File: src/rtl/raster_pkg.sv
package raster_pkg;

  typedef struct packed {
    logic hsync_n;
    logic vsync_n;
    logic vsync_start;
    logic field;
    logic de;
  } raster_flags_t;

  localparam raster_flags_t FLAGS_IDLE = '{
    hsync_n: 1'b1, vsync_n: 1'b1, vsync_start: 1'b0, field: 1'b0, de: 1'b0
  };

endpackage

File: src/rtl/raster_h_counter.sv
module raster_h_counter #(
  parameter int H_TOTAL = 910,
  localparam int HW = $clog2(H_TOTAL + 1)
) (
  input  logic          clk_i,
  input  logic          rst_ni,
  output logic [HW-1:0] h_o,
  output logic          wrap_o
);

  localparam logic [HW-1:0] LAST_C = HW'(H_TOTAL - 1);

  assign wrap_o = (h_o == LAST_C);

  always_ff @(posedge clk_i or negedge rst_ni) begin
    if (!rst_ni)     h_o <= '0;
    else if (wrap_o) h_o <= '0;
    else             h_o <= h_o + 1'b1;
  end

endmodule

File: src/rtl/raster_v_counter.sv
module raster_v_counter #(
  parameter int FRAME_LINES = 525,
  localparam int LW = $clog2(FRAME_LINES + 1)
) (
  input  logic          clk_i,
  input  logic          rst_ni,
  input  logic          adv_i,
  output logic [LW-1:0] ln_o
);

  localparam logic [LW-1:0] LAST_C = LW'(FRAME_LINES - 1);

  always_ff @(posedge clk_i or negedge rst_ni) begin
    if (!rst_ni) ln_o <= '0;
    else if (adv_i) begin
      if (ln_o == LAST_C) ln_o <= '0;
      else                ln_o <= ln_o + 1'b1;
    end
  end

endmodule

File: src/rtl/raster_decode.sv
module raster_decode
  import raster_pkg::*;
#(
  parameter int H_TOTAL      = 910,
  parameter int H_ACTIVE     = 640,
  parameter int H_FRONT      = 16,
  parameter int H_SYNC       = 68,
  parameter int V_SYNC_LINES = 3,
  parameter int FRAME_LINES  = 525,
  parameter int ACT_LINES    = 192,
  localparam int HW = $clog2(H_TOTAL + 1),
  localparam int LW = $clog2(FRAME_LINES + 1),
  localparam int AW = $clog2(ACT_LINES)
) (
  input  logic [HW-1:0] h_i,
  input  logic [LW-1:0] ln_i,
  output raster_flags_t flags_o,
  output logic [AW-1:0] act_line_o
);

  localparam int FIELD_WHOLE = (FRAME_LINES - 1) / 2;
  localparam int ACT_OFS     = (FIELD_WHOLE - ACT_LINES) / 2;

  localparam logic [HW-1:0] HALF_C   = HW'(H_TOTAL / 2);
  localparam logic [HW-1:0] HACT_C   = HW'(H_ACTIVE);
  localparam logic [HW-1:0] HS_BEG_C = HW'(H_ACTIVE + H_FRONT);
  localparam logic [HW-1:0] HS_END_C = HW'(H_ACTIVE + H_FRONT + H_SYNC);
  localparam logic [LW:0]   FL_C     = (LW+1)'(FRAME_LINES);
  localparam logic [LW:0]   VS2_C    = (LW+1)'(2 * V_SYNC_LINES);
  localparam logic [LW-1:0] MID_C    = LW'(FIELD_WHOLE);

  // position in half-line units, then relative to the current field start
  logic [LW:0] hl, hl_f;
  logic        second;

  assign hl     = {ln_i, 1'b0} | {{LW{1'b0}}, (h_i >= HALF_C)};
  assign second = (hl >= FL_C);
  assign hl_f   = second ? (hl - FL_C) : hl;

  logic [1:0]    in_win;
  logic [LW-1:0] rel [2];

  for (genvar f = 0; f < 2; f++) begin : g_field_win
    localparam logic [LW-1:0] BASE_C = LW'(f * (FIELD_WHOLE + 1) + ACT_OFS);
    localparam logic [LW-1:0] LIM_C  = LW'(f * (FIELD_WHOLE + 1) + ACT_OFS + ACT_LINES);
    assign in_win[f] = (ln_i >= BASE_C) && (ln_i < LIM_C);
    assign rel[f]    = ln_i - BASE_C;
  end

  logic act;
  assign act = in_win[second];

  always_comb begin
    flags_o.hsync_n     = !((h_i >= HS_BEG_C) && (h_i < HS_END_C));
    flags_o.vsync_n     = !(hl_f < VS2_C);
    flags_o.vsync_start = ((h_i == '0) && (ln_i == '0)) ||
                          ((h_i == HALF_C) && (ln_i == MID_C));
    flags_o.field       = second;
    flags_o.de          = act && (h_i < HACT_C);
    act_line_o          = act ? AW'(rel[second]) : '0;
  end

endmodule

File: src/rtl/raster_timing_gen.sv
module raster_timing_gen
  import raster_pkg::*;
#(
  parameter int H_TOTAL      = 910,
  parameter int H_ACTIVE     = 640,
  parameter int H_FRONT      = 16,
  parameter int H_SYNC       = 68,
  parameter int V_SYNC_LINES = 3,
  parameter int FRAME_LINES  = 525,
  parameter int ACT_LINES    = 192,
  localparam int HW = $clog2(H_TOTAL + 1),
  localparam int LW = $clog2(FRAME_LINES + 1),
  localparam int AW = $clog2(ACT_LINES)
) (
  input  logic          clk_i,
  input  logic          rst_ni,
  output logic          hsync_n_o,
  output logic          vsync_n_o,
  output logic          vsync_start_o,
  output logic          field_o,
  output logic          de_o,
  output logic [HW-1:0] pixel_o,
  output logic [LW-1:0] line_o,
  output logic [AW-1:0] act_line_o
);

  logic [HW-1:0] h;
  logic          h_wrap;
  logic [LW-1:0] ln;
  raster_flags_t flags_d, flags_q;
  logic [AW-1:0] act_d, act_q;
  logic [HW-1:0] px_q;
  logic [LW-1:0] ln_q;

  raster_h_counter #(.H_TOTAL(H_TOTAL)) u_hcnt (
    .clk_i (clk_i),
    .rst_ni(rst_ni),
    .h_o   (h),
    .wrap_o(h_wrap)
  );

  raster_v_counter #(.FRAME_LINES(FRAME_LINES)) u_vcnt (
    .clk_i (clk_i),
    .rst_ni(rst_ni),
    .adv_i (h_wrap),
    .ln_o  (ln)
  );

  raster_decode #(
    .H_TOTAL     (H_TOTAL),
    .H_ACTIVE    (H_ACTIVE),
    .H_FRONT     (H_FRONT),
    .H_SYNC      (H_SYNC),
    .V_SYNC_LINES(V_SYNC_LINES),
    .FRAME_LINES (FRAME_LINES),
    .ACT_LINES   (ACT_LINES)
  ) u_dec (
    .h_i       (h),
    .ln_i      (ln),
    .flags_o   (flags_d),
    .act_line_o(act_d)
  );

  // registered outputs, one clock behind the counters
  always_ff @(posedge clk_i or negedge rst_ni) begin
    if (!rst_ni) begin
      flags_q <= FLAGS_IDLE;
      act_q   <= '0;
      px_q    <= '0;
      ln_q    <= '0;
    end else begin
      flags_q <= flags_d;
      act_q   <= act_d;
      px_q    <= h;
      ln_q    <= ln;
    end
  end

  assign hsync_n_o     = flags_q.hsync_n;
  assign vsync_n_o     = flags_q.vsync_n;
  assign vsync_start_o = flags_q.vsync_start;
  assign field_o       = flags_q.field;
  assign de_o          = flags_q.de;
  assign pixel_o       = px_q;
  assign line_o        = ln_q;
  assign act_line_o    = act_q;

endmodule

File: config.mk
export PLATFORM = sky130hd
export DESIGN_NAME = raster_timing_gen
export DESIGN_NICKNAME = d
export VERILOG_FILES = /design/src/rtl/raster_pkg.sv /design/src/rtl/raster_h_counter.sv /design/src/rtl/raster_v_counter.sv /design/src/rtl/raster_decode.sv /design/src/rtl/raster_timing_gen.sv
export SDC_FILE = /design/constraint.sdc
export NUM_CORES = 1
export LEC_CHECK = 0
export ABC_CLOCK_PERIOD_IN_PS = 3020
export CAP_MARGIN = 20
export CORE_MARGIN = 5
export CORE_UTILIZATION = 30
export DETAILED_ROUTE_END_ITERATION = 16
export GPL_TIMING_DRIVEN = 0
export PLACE_DENSITY_LB_ADDON = 0.1
export SETUP_SLACK_MARGIN = 0.2
export SLEW_MARGIN = 20
export SYNTH_ARGS = -nofsm -noshare
export SYNTH_HDL_FRONTEND = slang
export SYNTH_SLANG_ARGS = --single-unit
File: constraint.sdc
create_clock -name clk_i -period 3.02 [get_ports clk_i]
set_clock_uncertainty 0.2 [all_clocks]
set_input_delay 0.453 -clock clk_i [delete_from_list [all_inputs] [get_ports clk_i]]
set_output_delay 0.453 -clock clk_i [all_outputs]
set_load 0.005 [all_outputs]
[Word-level counts from Yosys, hierarchy flattened]
Index checks and enable logic that the tools add are counted.
Cells by class
  add/sub/neg operators: 5
  magnitude comparators: 12
  equality and inequality tests: 4
  mux-type cells: 9
  bitwise gates (word level): 2
  reductions and logical operators: 11
Operators with widths (count)
  two-way mux 8 bit: 4
  adder 10 x 1 -> 10 bit, second input constant: 2
  equality test 10 bit, second input constant: 2
  equality test 10 x 9 -> 1 bit, second input constant: 2
  greater-or-equal comparator 10 x 9 -> 1 bit, second input constant: 2
  zero test 10 bit: 2
  < comparator 10 bit, second input constant: 2
  two-way mux 10 bit: 2
  subtractor 8 x 6 -> 8 bit, second input constant: 2
  greater-or-equal comparator 11 x 10 -> 1 bit, second input constant: 1
  < comparator 11 x 3 -> 1 bit, second input constant: 1
  two-way mux 11 bit: 1
  bitwise OR 11 x 1 -> 11 bit: 1
  subtractor 11 x 10 -> 11 bit, second input constant: 1
  greater-or-equal comparator 10 bit, second input constant: 1
  greater-or-equal comparator 10 x 6 -> 1 bit, second input constant: 1
  < comparator 10 x 8 -> 1 bit, second input constant: 1
  < comparator 10 x 9 -> 1 bit, second input constant: 1
  logical AND 1 bit: 6
  greater-or-equal comparator 2 bit, second input constant: 1
  zero test 1 bit: 2
  < comparator 1 x 2 -> 1 bit, second input constant: 1
  two-way mux 1 bit: 2
  inverter 1 -> 2 bit: 1
  logical OR 1 bit: 1
Word-level totals
  bits in registers: 53
  input port bits: 2
  output and inout port bits: 33

[Logic depth before layout (Yosys ltp)]
  depth in word-level cells: 8
  mapped depth: 14

[Modules after synthesis]
Synthesis repeated with hierarchy kept, for this count alone.
Second synthesis, totals
  cells, all modules: 276
  area, all modules: 2852.7 um2
Modules (own cells, without submodules)
  raster_decode: instances 1, cells an instance 136, area an instance 919.6 um2
  raster_timing_gen: instances 1, cells an instance 33, area an instance 828.3 um2
  raster_v_counter: instances 1, cells an instance 56, area an instance 579.3 um2
  raster_h_counter: instances 1, cells an instance 51, area an instance 525.5 um2

[Worst setup path after synthesis]
Ideal clock, no wire load.
  path kind: register -> register
  start: register u_hcnt.h_o[0]
  end: register act_q[7], in the netlist act_line_o[7]
  setup time: 129 ps
  arrival time: 2441 ps
  data required time: 2691 ps
  setup slack: 249 ps
  stages on the path, launching flop included: 15
  path buffers: 1
  clock period less this slack: 2771 ps
  cell sequence: dfrtp_1 ha_1 a2111oi_4 nor3b_1 nor2_1 inv_1 ha_1 a21oi_1 a31o_1 o21a_1 buf_6 inv_4 o221ai_1 xor2_1 nor2_1
RTL lines
  start, declared: RTL line raster_h_counter.sv:7  | output logic [HW-1:0] h_o,
  start signal, assigned: RTL line raster_h_counter.sv:18  | else h_o <= h_o + 1'b1;
  end signal, assigned: RTL line raster_timing_gen.sv:73  | act_q <= act_d;
  end, declared: RTL line raster_timing_gen.sv:31  | logic [AW-1:0] act_d, act_q;

[Worst setup path in the final report]
  start: register u_hcnt.h_o[0]
  end: register act_q[6], in the netlist act_line_o[6]
On the way
  cells in the longest elaborated chain, start to end: 8
  elaborated cells on any way between the ends: 10
  those cells by class: order compare: 2; mux: 6; bitwise: 2
RTL lines
  greater-or-equal comparator 10 x 9 -> 1 bit (*): RTL line raster_decode.sv:36  | assign hl = {ln_i, 1'b0} | {{LW{1'b0}}, (h_i >= HALF_C)};
  bitwise OR 11 x 1 -> 11 bit (*): RTL line raster_decode.sv:36
  greater-or-equal comparator 11 x 10 -> 1 bit (*): RTL line raster_decode.sv:37  | assign second = (hl >= FL_C);
  inverter 1 -> 2 bit (implied by the code): RTL line raster_decode.sv:60  | act_line_o = act ? AW'(rel[second]) : '0;
  two-way mux 8 bit (implied by the code) (3 in series): RTL line raster_decode.sv:60
  two-way mux 8 bit (*): RTL line raster_decode.sv:60
  named net act_d[6]: RTL line raster_timing_gen.sv:31
The timed path passes the listed nets; every way through them passes the cells marked *. The select of a mux whose other input is x is not followed.
A chain may end at the register's enable or synchronous reset.

==> impl_metrics.tcl <==
set metrics [dict create \
    status "complete, but fails checks" \
    violations "negative hold slack" \
    final.period_utilization_pct 92.0 \
    insertion_delay_ns 0.31 \
    ant_nets 0 \
    routed_wl_mm 6.75 \
    irDropWorstVdd_mv 0.139 \
    synthArstFlopShare_pct 100 \
    fmax_mhz 360 \
    instances_no_fill 431 \
    insertedDiodeCount 0 \
    dp_hpwl_mm 4.66 \
    power_density_nw_per_um2 323 \
    rows 34 \
    placedInstanceArea_sq_um 3180 \
    synth_seq_cells 53 \
    synth.distinct_cells 57 \
    synthCells 266 \
    maxSlewViolCount 0 \
    io_pins 35 \
    die_y_um 105 \
    final_common_cell "dfrtp_1" \
    clock_sinks 53 \
    crit_path_max_fanout 7 \
    worstMarginPinSlew_ns 0.715 \
    holdBufCountCts 0 \
    cp.required_ns 3.00 \
    syn_nets 279 \
    setup_slack_ns 0.242 \
    whs_ns -0.0328 \
    pre_cts_slack_ns -0.146 \
    drv_cap 0 \
    period_needed_ns 2.78 \
    overflow 0 \
    grt_use_total_pct 12.6 \
    ys_seq_area_share_pct 49.0 \
    rsz0062_at_grt "yes" \
    yosys-top-cells-area "dfrtp_1 47%, ha_1 5.1%, o21ai_0 3.3%" \
    die_width_um 105 \
    dr_total_vias 2172 \
    final_area_sq_um 3450 \
    drt_iter0_drc 114 \
    htreeDepth 2 \
    final_cell_mix "50 x dfrtp_1, 33 x clkdlybuf4s50_1, 24 x nand2_1" \
    drive_gt1_share_pct 17.6 \
    wl_per_cell_um 15.7 \
    nNetsFinal 335 \
    synth_top_area_share_pct 47.1 \
    place_inst 408 \
    crit_type "reg2reg" \
    syn-cell-area_sq_um 2710 \
    die_area_sq_um 11000 \
    synth.avg_cell_area_sq_um 10.2 \
    p_leak_nw 1.44 \
    clk_pin_slew_ns 0.10 \
    setup_viol 0 \
    hp-class "in2async" \
    ys.flop_type "dfrtp_1" \
    start_kind "flip-flop" \
    area_delta_synth_final_pct 27.4 \
    grt_antenna_before_repair 0 \
    endpoint_kind "flip-flop" \
    start_util_pct 30.9 \
    maxSlewHeadroom_pct 52.0 \
    yosysTopAreaCell "dfrtp_1" \
    core-area_sq_um 8760 \
    grt_max_degree 54 \
    cts_made_buffers 5 \
    root_buffer "clkbuf_8" \
    grt_pass1_vias 2089 \
    routabilityCongestion 0.811 \
    cts_tree "built" \
    numPortBuffers 34 \
    yosysWarnings 0 \
    cp.arrival_ns 2.75 \
    grt_first_pass_wirelength_mm 11.3 \
    synth_edf_count 0 \
    cts_buffer_depth 2 \
    fin_total_pwr_mw 1.12 \
    drt-pass1-iter-count 4 \
    timing_hold_violations_final 47 \
    viasPerCell 5.04 \
    drc 0 \
]
==> path summary, 6_finish.rpt <==
| path | from | end | slack (ns) | depth (start not counted) |
|---|---|---|---|---|
| max | u_hcnt.h_o[0] | act_line_o[6] | 0.24 | 13 |
| min | rst_ni | pixel_o[2] | -0.03 | 1 |
| max reg2reg | u_hcnt.h_o[0] | act_line_o[6] | 0.24 | 13 |
| min reg2reg | u_hcnt.h_o[6] | pixel_o[6] | 0.18 | 0 |
| max in group asynchronous | rst_ni | u_hcnt.h_o[0] | 2.19 | 1 |
| min in group clk_i | u_hcnt.h_o[6] | pixel_o[6] | 0.18 | 0 |
==> worst max-delay path, stage by stage (launching register included) <==
cell and delay, ns:
dfrtp_2 0.44, ha_4 0.18, a2111oi_4 0.33, nor3b_2 0.09, nor2_1 0.14, inv_1 0.10, ha_4 0.18, a21oi_2 0.11
a31o_1 0.17, o21a_1 0.14, buf_6 0.15, mux2i_2 0.23, xnor2_1 0.13, nor2_1 0.06
==> what timing repair did <==
action                     CTS  global route
setup buffers                8             7
resized for setup            8            13
setup endpoints to repair    9            11
pin swaps                    8            10
hold endpoints to repair     0             0
==> cells by family (layout without fill, tap and decap cells) <==
family / count (synthesis) / in the layout / synth area share (%)
and+or+nand+nor: 93 / 93 / 18.4
buffers and inverters: 26 / 83 / 4.66
muxes: 4 / 4 / 1.48
xor gates and xnor gates: 13 / 13 / 4.20
AOI/OAI and AO/OA: 66 / 66 / 17.2
adders and majority gates: 11 / 11 / 5.08
DFF: 53 / 53 / 49.0
==> synth_stat cells, types with 4 or more instances <==
library cell and count:
o21ai_1 7, a21oi_1 11, xnor2_1 8, inv_1 9, o21ai_0 18, ha_1 11, or3_1 5, mux2i_1 4
a31oi_1 4, nand3_1 8, nand2_1 24, xor2_1 5, nor3_1 6, clkbuf_1 8, o31ai_1 4, nor2_1 20
dfrtp_1 51
==> power by group <==
part / internal (mW) / switching, mW / total [mW]
combinational: 0.000829 / 0.0131 / 0.0139
sequential: 0.709 / 0 / 0.709
clock: 0.165 / 0.229 / 0.393
total: 0.875 / 0.242 / 1.12
==> stage by stage <==
stage,setup TNS (ns),util [%]
after floorplan,0,-
after global placement,-18.31,36.4
after detailed placement,-0.424,36.3
after global routing,0,39.4
final,0,39.4
after CTS,0,38.4
==> layer usage <==
metal | track usage, % | share of wire (%) | vias to the layer above
met3 | 2.34 | 4.9 | 8
met5 | 0 | 0 | -
met1 | 18.6 | 51 | 1054
met2 | 18.6 | 43 | 57
li1 | - | - | 1053
met4 | 3.65 | 1.3 | 0
==> sequential cells by signal, summed over array words and instances (netlist names) <==
name,cells
pixel_o,10
hsync_n_o,1
u_vcnt.ln_o,10
vsync_n_o,1
de_o,1
u_hcnt.h_o,10
line_o,10
vsync_start_o,1
field_o,1
act_line_o,8
==> final cells by class <==
cell class / instances / area (sq um)
multi-input cells: 187 / 1320
plain buffers: 16 / 88.8
repair buffers: 49 / 450
inverters: 10 / 45.0
clock buffers: 7 / 76.3
well taps: 108 / 135
flip-flops and latches: 53 / 1330
clock inverters: 1 / 7.51
fillers: 885 / 5310
Note: power is estimated with default switching activity, not from simulation.
